===== src/rtl/irqc_pkg.sv =====
package irqc_pkg;

   typedef enum logic [1:0] {
      SENSE_NONE  = 2'd0,
      SENSE_LEVEL = 2'd1,
      SENSE_EXT   = 2'd2,
      SENSE_PORT  = 2'd3
   } sense_e;

   localparam int RA_MASK_HI = 0;
   localparam int RA_MASK_LO = 1;
   localparam int RA_PEND_HI = 2;
   localparam int RA_PEND_LO = 3;
   localparam int RA_SENSE   = 4;
   localparam int RA_VECTOR  = 5;

   // 0 = high word, 1 = low word
   function automatic int src_word(input int n);
      return ((n % 32) >= 16) ? 1 : 0;
   endfunction

   function automatic int src_bit(input int n);
      if (n == 0)       return 0;
      else if (n <= 15) return 16 - n;
      else if (n <= 18) return 18 - n;
      else if (n <= 30) return 33 - n;
      else if (n == 31) return 0;
      else if (n <= 47) return 63 - n;
      else              return n - 32;
   endfunction

   function automatic sense_e src_sense(input int n);
      if (n == 0)                 return SENSE_NONE;
      else if (n >= 19 && n <= 25) return SENSE_EXT;
      else if (n >= 48)            return SENSE_PORT;
      else                         return SENSE_LEVEL;
   endfunction

   // bit in the sense-select register, -1 when the source has none
   function automatic int sel_bit(input int n);
      if (n >= 19 && n <= 25) return 33 - n;
      else if (n >= 48)       return n - 32;
      else                    return -1;
   endfunction

   function automatic logic [31:0] sel_writable(input int nsrc);
      logic [31:0] m;
      m = '0;
      for (int n = 0; n < nsrc; n++)
         if (sel_bit(n) >= 0) m[sel_bit(n)] = 1'b1;
      return m;
   endfunction

endpackage


===== src/rtl/irqc_src_cell.sv =====
module irqc_src_cell
   import irqc_pkg::*;
#(
   parameter sense_e SENSE = SENSE_LEVEL
) (
   input  logic clk,
   input  logic rst_n,
   input  logic src_n,
   input  logic sel,
   input  logic clr,
   output logic pend
);

   logic prev_q;
   logic pend_q;
   logic pend_d;
   logic fall, rise;
   logic level_mode, edge_mode, both_mode;

   assign fall = prev_q & ~src_n;
   assign rise = ~prev_q & src_n;

   always_comb begin
      level_mode = (SENSE == SENSE_LEVEL) || ((SENSE == SENSE_EXT) && !sel);
      edge_mode  = ((SENSE == SENSE_EXT) && sel) || (SENSE == SENSE_PORT);
      both_mode  = (SENSE == SENSE_PORT) && !sel;
      if (SENSE == SENSE_NONE)
         pend_d = 1'b0;
      else if (level_mode)
         pend_d = ~src_n;
      else
         pend_d = (pend_q & ~clr) | fall | (both_mode & rise);
   end

   always_ff @(posedge clk or negedge rst_n) begin
      if (!rst_n) begin
         prev_q <= 1'b1;
         pend_q <= 1'b0;
      end else begin
         prev_q <= src_n;
         pend_q <= pend_d;
      end
   end

   assign pend = pend_q;

   // a latched edge event survives until a clear write
   a_r4_edge_hold: assert property (@(posedge clk) disable iff (!rst_n)
      (edge_mode && pend_q && !clr) |=> (pend_q || !edge_mode));

   generate
      if (SENSE == SENSE_LEVEL) begin : g_lvl_chk
         // level sources follow the input one clock later
         a_r5_level_set: assert property (@(posedge clk) disable iff (!rst_n)
            (!src_n) |=> pend_q);
         a_r5_level_drop: assert property (@(posedge clk) disable iff (!rst_n)
            src_n |=> !pend_q);
      end
      if (SENSE == SENSE_PORT) begin : g_port_chk
         // falling-only mode never latches on a rising input
         a_r8_no_rise: assert property (@(posedge clk) disable iff (!rst_n)
            (sel && !pend_q && rise) |=> !pend_q);
      end
   endgenerate

endmodule


===== src/rtl/irqc_prio.sv =====
module irqc_prio #(
   parameter int NSRC  = 64,
   parameter int VEC_W = $clog2(NSRC)
) (
   input  logic [NSRC-1:0]  req,
   output logic [VEC_W-1:0] vec
);

   // lowest index wins; index 0 yields the "none" code
   always_comb begin
      vec = '0;
      for (int i = NSRC - 1; i >= 0; i--)
         if (req[i]) vec = VEC_W'(i);
   end

endmodule


===== src/rtl/irq_vector_ctrl.sv =====
module irq_vector_ctrl
   import irqc_pkg::*;
#(
   parameter int NSRC   = 64,
   parameter int DATA_W = 32,
   parameter int ADDR_W = 3
) (
   input  logic              clk,
   input  logic              rst_n,
   input  logic [NSRC-1:0]   src_n,
   input  logic [ADDR_W-1:0] bus_addr,
   input  logic              bus_we,
   input  logic [DATA_W-1:0] bus_wdata,
   output logic [DATA_W-1:0] bus_rdata,
   output logic              irq_o
);

   localparam int VEC_W   = $clog2(NSRC);
   localparam int VEC_LSB = DATA_W - VEC_W;
   localparam logic [DATA_W-1:0] SEL_WMASK = sel_writable(NSRC);

   generate
      if (NSRC != 64) begin : g_bad_nsrc
         $error("irq_vector_ctrl: placement rule is defined for 64 sources only");
      end
      if (DATA_W != 32) begin : g_bad_width
         $error("irq_vector_ctrl: register words must be 32 bits");
      end
      if (ADDR_W < 3) begin : g_bad_addr
         $error("irq_vector_ctrl: address must reach six registers");
      end
   endgenerate

   logic [DATA_W-1:0] mask_hi, mask_lo, sel_q;
   logic [DATA_W-1:0] clr_hi, clr_lo;
   logic [DATA_W-1:0] view_hi, view_lo;
   logic [NSRC-1:0]   pend, en, clr, sel_src, active;
   logic [VEC_W-1:0]  win_vec;

   logic wr_mhi, wr_mlo, wr_phi, wr_plo, wr_sel;
   assign wr_mhi = bus_we && (bus_addr == ADDR_W'(RA_MASK_HI));
   assign wr_mlo = bus_we && (bus_addr == ADDR_W'(RA_MASK_LO));
   assign wr_phi = bus_we && (bus_addr == ADDR_W'(RA_PEND_HI));
   assign wr_plo = bus_we && (bus_addr == ADDR_W'(RA_PEND_LO));
   assign wr_sel = bus_we && (bus_addr == ADDR_W'(RA_SENSE));

   always_ff @(posedge clk or negedge rst_n) begin
      if (!rst_n) begin
         mask_hi <= '0;
         mask_lo <= '0;
         sel_q   <= '0;
      end else begin
         if (wr_mhi) mask_hi <= bus_wdata;
         if (wr_mlo) mask_lo <= bus_wdata;
         if (wr_sel) sel_q   <= bus_wdata & SEL_WMASK;
      end
   end

   assign clr_hi = wr_phi ? bus_wdata : '0;
   assign clr_lo = wr_plo ? bus_wdata : '0;

   generate
      for (genvar s = 0; s < NSRC; s++) begin : g_src
         localparam int W = src_word(s);
         localparam int B = src_bit(s);
         localparam int E = sel_bit(s);

         if (W == 1) begin : g_lo
            assign en[s]  = mask_lo[B];
            assign clr[s] = clr_lo[B];
         end else begin : g_hi
            assign en[s]  = mask_hi[B];
            assign clr[s] = clr_hi[B];
         end

         if (E >= 0) begin : g_sel
            assign sel_src[s] = sel_q[E];
         end else begin : g_nosel
            assign sel_src[s] = 1'b0;
         end

         irqc_src_cell #(.SENSE(src_sense(s))) u_cell (
            .clk   (clk),
            .rst_n (rst_n),
            .src_n (src_n[s]),
            .sel   (sel_src[s]),
            .clr   (clr[s]),
            .pend  (pend[s])
         );

         assign active[s] = pend[s] & en[s];
      end
   endgenerate

   always_comb begin
      view_hi = '0;
      view_lo = '0;
      for (int s = 0; s < NSRC; s++) begin
         if (src_word(s) == 1)
            view_lo[5'(src_bit(s))] = view_lo[5'(src_bit(s))] | pend[s];
         else
            view_hi[5'(src_bit(s))] = view_hi[5'(src_bit(s))] | pend[s];
      end
   end

   irqc_prio #(.NSRC(NSRC), .VEC_W(VEC_W)) u_prio (
      .req (active),
      .vec (win_vec)
   );

   assign irq_o = |active;

   always_comb begin
      case (bus_addr)
         ADDR_W'(RA_MASK_HI): bus_rdata = mask_hi;
         ADDR_W'(RA_MASK_LO): bus_rdata = mask_lo;
         ADDR_W'(RA_PEND_HI): bus_rdata = view_hi;
         ADDR_W'(RA_PEND_LO): bus_rdata = view_lo;
         ADDR_W'(RA_SENSE):   bus_rdata = sel_q;
         ADDR_W'(RA_VECTOR):  bus_rdata = {win_vec, {VEC_LSB{1'b0}}};
         default:             bus_rdata = '0;
      endcase
   end

   // enable words take the written value on the next edge
   a_r2_mask_hi_wr: assert property (@(posedge clk) disable iff (!rst_n)
      wr_mhi |=> (mask_hi == $past(bus_wdata)));
   a_r2_mask_lo_wr: assert property (@(posedge clk) disable iff (!rst_n)
      wr_mlo |=> (mask_lo == $past(bus_wdata)));

   // the named source is itself enabled and pending
   a_r9_winner_live: assert property (@(posedge clk) disable iff (!rst_n)
      (win_vec != '0) |-> (pend[win_vec] && en[win_vec]));

   // request output agrees with the encoder
   a_r10_irq_vs_vec: assert property (@(posedge clk) disable iff (!rst_n)
      irq_o == (win_vec != '0));

   // source 0 never pends
   a_r11_src0_dead: assert property (@(posedge clk) disable iff (!rst_n)
      !pend[0]);

endmodule


===== config.mk =====
export PLATFORM = sky130hd
export DESIGN_NAME = irq_vector_ctrl
export DESIGN_NICKNAME = d
export VERILOG_FILES = /design/src/rtl/irqc_pkg.sv /design/src/rtl/irqc_src_cell.sv /design/src/rtl/irqc_prio.sv /design/src/rtl/irq_vector_ctrl.sv
export SDC_FILE = /design/constraint.sdc
export NUM_CORES = 1
export LEC_CHECK = 0
export ABC_CLOCK_PERIOD_IN_PS = 2300
export BUFFER_PORTS_ARGS = -buffer_cell sky130_fd_sc_hd__buf_4
export CORE_AREA = 5 5 160 162
export CTS_CLUSTER_DIAMETER = 200
export DETAILED_ROUTE_END_ITERATION = 16
export DIE_AREA = 0 0 165 167
export PLACE_DENSITY = 0.65
export SLEW_MARGIN = 20
export SYNTH_ARGS = -nofsm -noshare
export SYNTH_HDL_FRONTEND = slang
export SYNTH_SLANG_ARGS = --single-unit
export TNS_END_PERCENT = 50

===== constraint.sdc =====
create_clock -name clk -period 2.3 [get_ports clk]
set_input_delay 0.69 -clock clk [delete_from_list [all_inputs] [get_ports clk]]
set_output_delay 0.69 -clock clk [all_outputs]
set_load 0.05 [all_outputs]

==> results.json <==
{
  "required_ns": 1.61,
  "io_buffers": 133,
  "final_cells": 1377,
  "slew_headroom": 0.6517,
  "core.rowCount": 57,
  "vias": 6926,
  "cts.sinks": 173,
  "cp-start-kind": "register",
  "totalWireLength_um": 25830,
  "synth.distinct_cells": 56,
  "synth_edf_count": 0,
  "drv_slew": 0,
  "pre_cts_ws_ns": -0.4035,
  "hold_class": "input port to async pin",
  "post-route-min-period_ns": 3.045,
  "syn_area_mm2": 0.008243,
  "n_antenna_cell": 0,
  "finalClockSkew_ns": 0.006723,
  "grt_pass1_wl_um": 39880,
  "fin_crit_sh": 1.324,
  "pwr-share-seq": 0.385,
  "power.total_uw": 10040,
  "htreeDepth": 4,
  "p_int_uw": 6753,
  "power.switching_uw": 3284,
  "dieArea_mm2": 0.02756,
  "dp.cells": 1323,
  "regArea_mm2": 0.004359,
  "numCtsBuffers": 17,
  "synthArstFlopShare": 1.000,
  "clock_power_share": 0.285,
  "combPwrFrac": 0.330,
  "cp-end-kind": "output port",
  "worst-path-max-fanout": 5,
  "initial_core_util": 0.3440,
  "wire_per_inst_um": 18.76,
  "worst_skew_pair.late_latency_ns": 0.43,
  "clockBufferDepth": 2,
  "cts_tree": "yes",
  "die_h_um": 167,
  "tightest_slew_ns": 0.5225,
  "yosys.area.top_type": "dfrtp_1",
  "ys_warn_count": 0,
  "whs_ns": 0.2136,
  "synth_common_cells": "dfrtp_1, mux2_2, nand2_1",
  "swShare": 0.3272,
  "setup_viol": 33,
  "synth_xor_area_frac": 0,
  "drc": 0,
  "synth_top_area_share": 0.4554,
  "grtUsageTotal": 0.1864,
  "cts-root-buf": "clkbuf_16",
  "status": "finished with violations",
  "hold_violations": 0,
  "antenna_found_initial": 0,
  "synthTopCellsByArea": "dfrtp_1, mux2_2, dfstp_2",
  "arrival_ns": 2.36,
  "drtIter0Drc": 358,
  "critPathKind": "register to output port",
  "dp_hpwl_um": 19010,
  "p_per_area_mw_per_mm2": 795.8,
  "rsz0062_at_grt": "true",
  "yosysMostFrequentCell": "dfrtp_1",
  "ant_nets": 0,
  "synth-compound-area-share": 0.1325,
  "synth_seq_area_share": 0.5287,
  "grt_max_degree": 52,
  "irDropWorstVdd_mv": 0.4051,
  "die_width_um": 165,
  "ys_ff_latch": 173,
  "violations": "negative setup slack",
  "vias_per_cell": 5.030,
  "nets": 1142,
  "cts_hold_buf": 0,
  "grt_pass1_vias": 7266,
  "cap_violations": 0,
  "timing.final.ws_setup_ns": -0.7452,
  "synthSimpleGateAreaFrac": 0.1234,
  "clock.fmax_ghz": 0.3284,
  "rr_worst_depth": 3,
  "fin_setup_tns_ns": -8.690,
  "pin_count": 135,
  "synth_fa_ha_area_frac": 0,
  "syn_inst": 725,
  "clkTransAtPathRegs_ns": 0.07,
  "firstDrtPassIters": 5,
  "multi_input_area_mm2": 0.004202,
  "synthToLayoutAreaGrowth_pct": 53.02,
  "coreArea_mm2": 0.02396,
  "grt-ovfl-total": 0,
  "layout-drive-gt1-share": 0.5546,
  "n_fill_cell": 2075,
  "avgSynthCellArea_um2": 11.37,
  "syn_nets": 827,
  "routabilityCongestion": 0.9165,
  "yosys-mux-area-fraction": 0.1771,
  "ys.flop_type": "dfrtp_1",
  "p_leak_uw": 0.005592,
  "synth_top_family_by_area": "multiplexers"
}
## per-stage QoR
stage / area (µm²) / util
CTS: 12250 / 0.5110
detailed placement: 11200 / 0.4674
global route: 12610 / 0.5264
floorplan: 8532 / -
global placement: 11200 / 0.4674
finish: 12610 / 0.5264
## cells by family (layout without fill, tap and decap cells)
logic type / Yosys count / in the layout
and+or+nand+nor: 219 / 219
DFF: 173 / 173
AOI/OAI and AO/OA: 139 / 139
muxes: 120 / 120
buffers and inverters: 74 / 402
## routing by layer
metal,part of all wire,GRT usage,vias up
li1,-,-,3248
met1,0.44,0.2519,3445
met2,0.49,0.2997,198
met3,0.050,0.04053,35
met4,0.019,0.05714,0
met5,0,0,-
## registers in the layout, indices dropped and copies added (netlist names)
| name | cells |
|---|---|
| mask_hi | 32 |
| sel_q | 23 |
| mask_lo | 32 |
| g_src.u_cell.pend | 63 |
| g_src.u_cell.prev_q | 23 |
## repair_timing
action | in CTS | in global routing
resized for setup | 99 | 52
cloned | 2 | 2
endpoints found under the setup margin | 33 | 33
pin swaps | 15 | 26
buffers inserted | 5 | 14
## cells in the final DEF, fill, tap and decap left out, drive strengths merged, types with 23 or more instances in the layout
cell type,count
a22oi,23
dfrtp,150
nor2b,35
buf,319
mux2,87
dfstp,23
inv,58
a21oi,27
nor2,55
nand2,78
nand3,25
## worst max-delay path: stages, from the launching register on
cell and delay, ns:
dfrtp_1 0.43, a222oi_1 0.53, o21ai_1 0.18, o2111ai_2 0.27
a311oi_2 0.15, nor2_2 0.18, buf_6 0.18
## layout make-up
| class | count | share of cell area |
|---|---|---|
| multi-input combinational | 478 | 0.3331 |
| clock inverter | 15 | 0.01190 |
| clock buffer | 17 | 0.03373 |
| sequential | 173 | 0.3456 |
| tap | 324 | 0.03214 |
| inverter | 49 | 0.01458 |
| timing repair buffer | 321 | 0.2289 |
## final timing paths
kind                                                  from  slack, ns                                end
setup / recovery                   mask_lo[16]$_DFFE_PN0P_      -0.75                      bus_rdata[26]
hold / removal                                       rst_n       0.21              sel_q[10]$_DFFE_PN0P_
setup reg to reg           g_src[50].u_cell.pend$_DFF_PN0_       1.19    g_src[50].u_cell.pend$_DFF_PN0_
hold reg to reg                     mask_hi[0]$_DFFE_PN0P_       0.52             mask_hi[0]$_DFFE_PN0P_
max in group asynchronous                            rst_n       1.38  g_src[51].u_cell.prev_q$_DFF_PN1_
min in group clk                                 src_n[22]       0.37  g_src[22].u_cell.prev_q$_DFF_PN1_
## power by group through the flow
stage          Combinational [µW]  Clock [µW]  Sequential (µW)
2_1_floorplan                1540           0             3840
3_3_place_gp                 2890           0             3860
3_5_place_dp                 2930           0             3870
4_1_cts                      3170        2910             3850
5_1_grt                      3550        3040             3920
6_report                     3320        2860             3870
(Power assumes the default switching activity.)
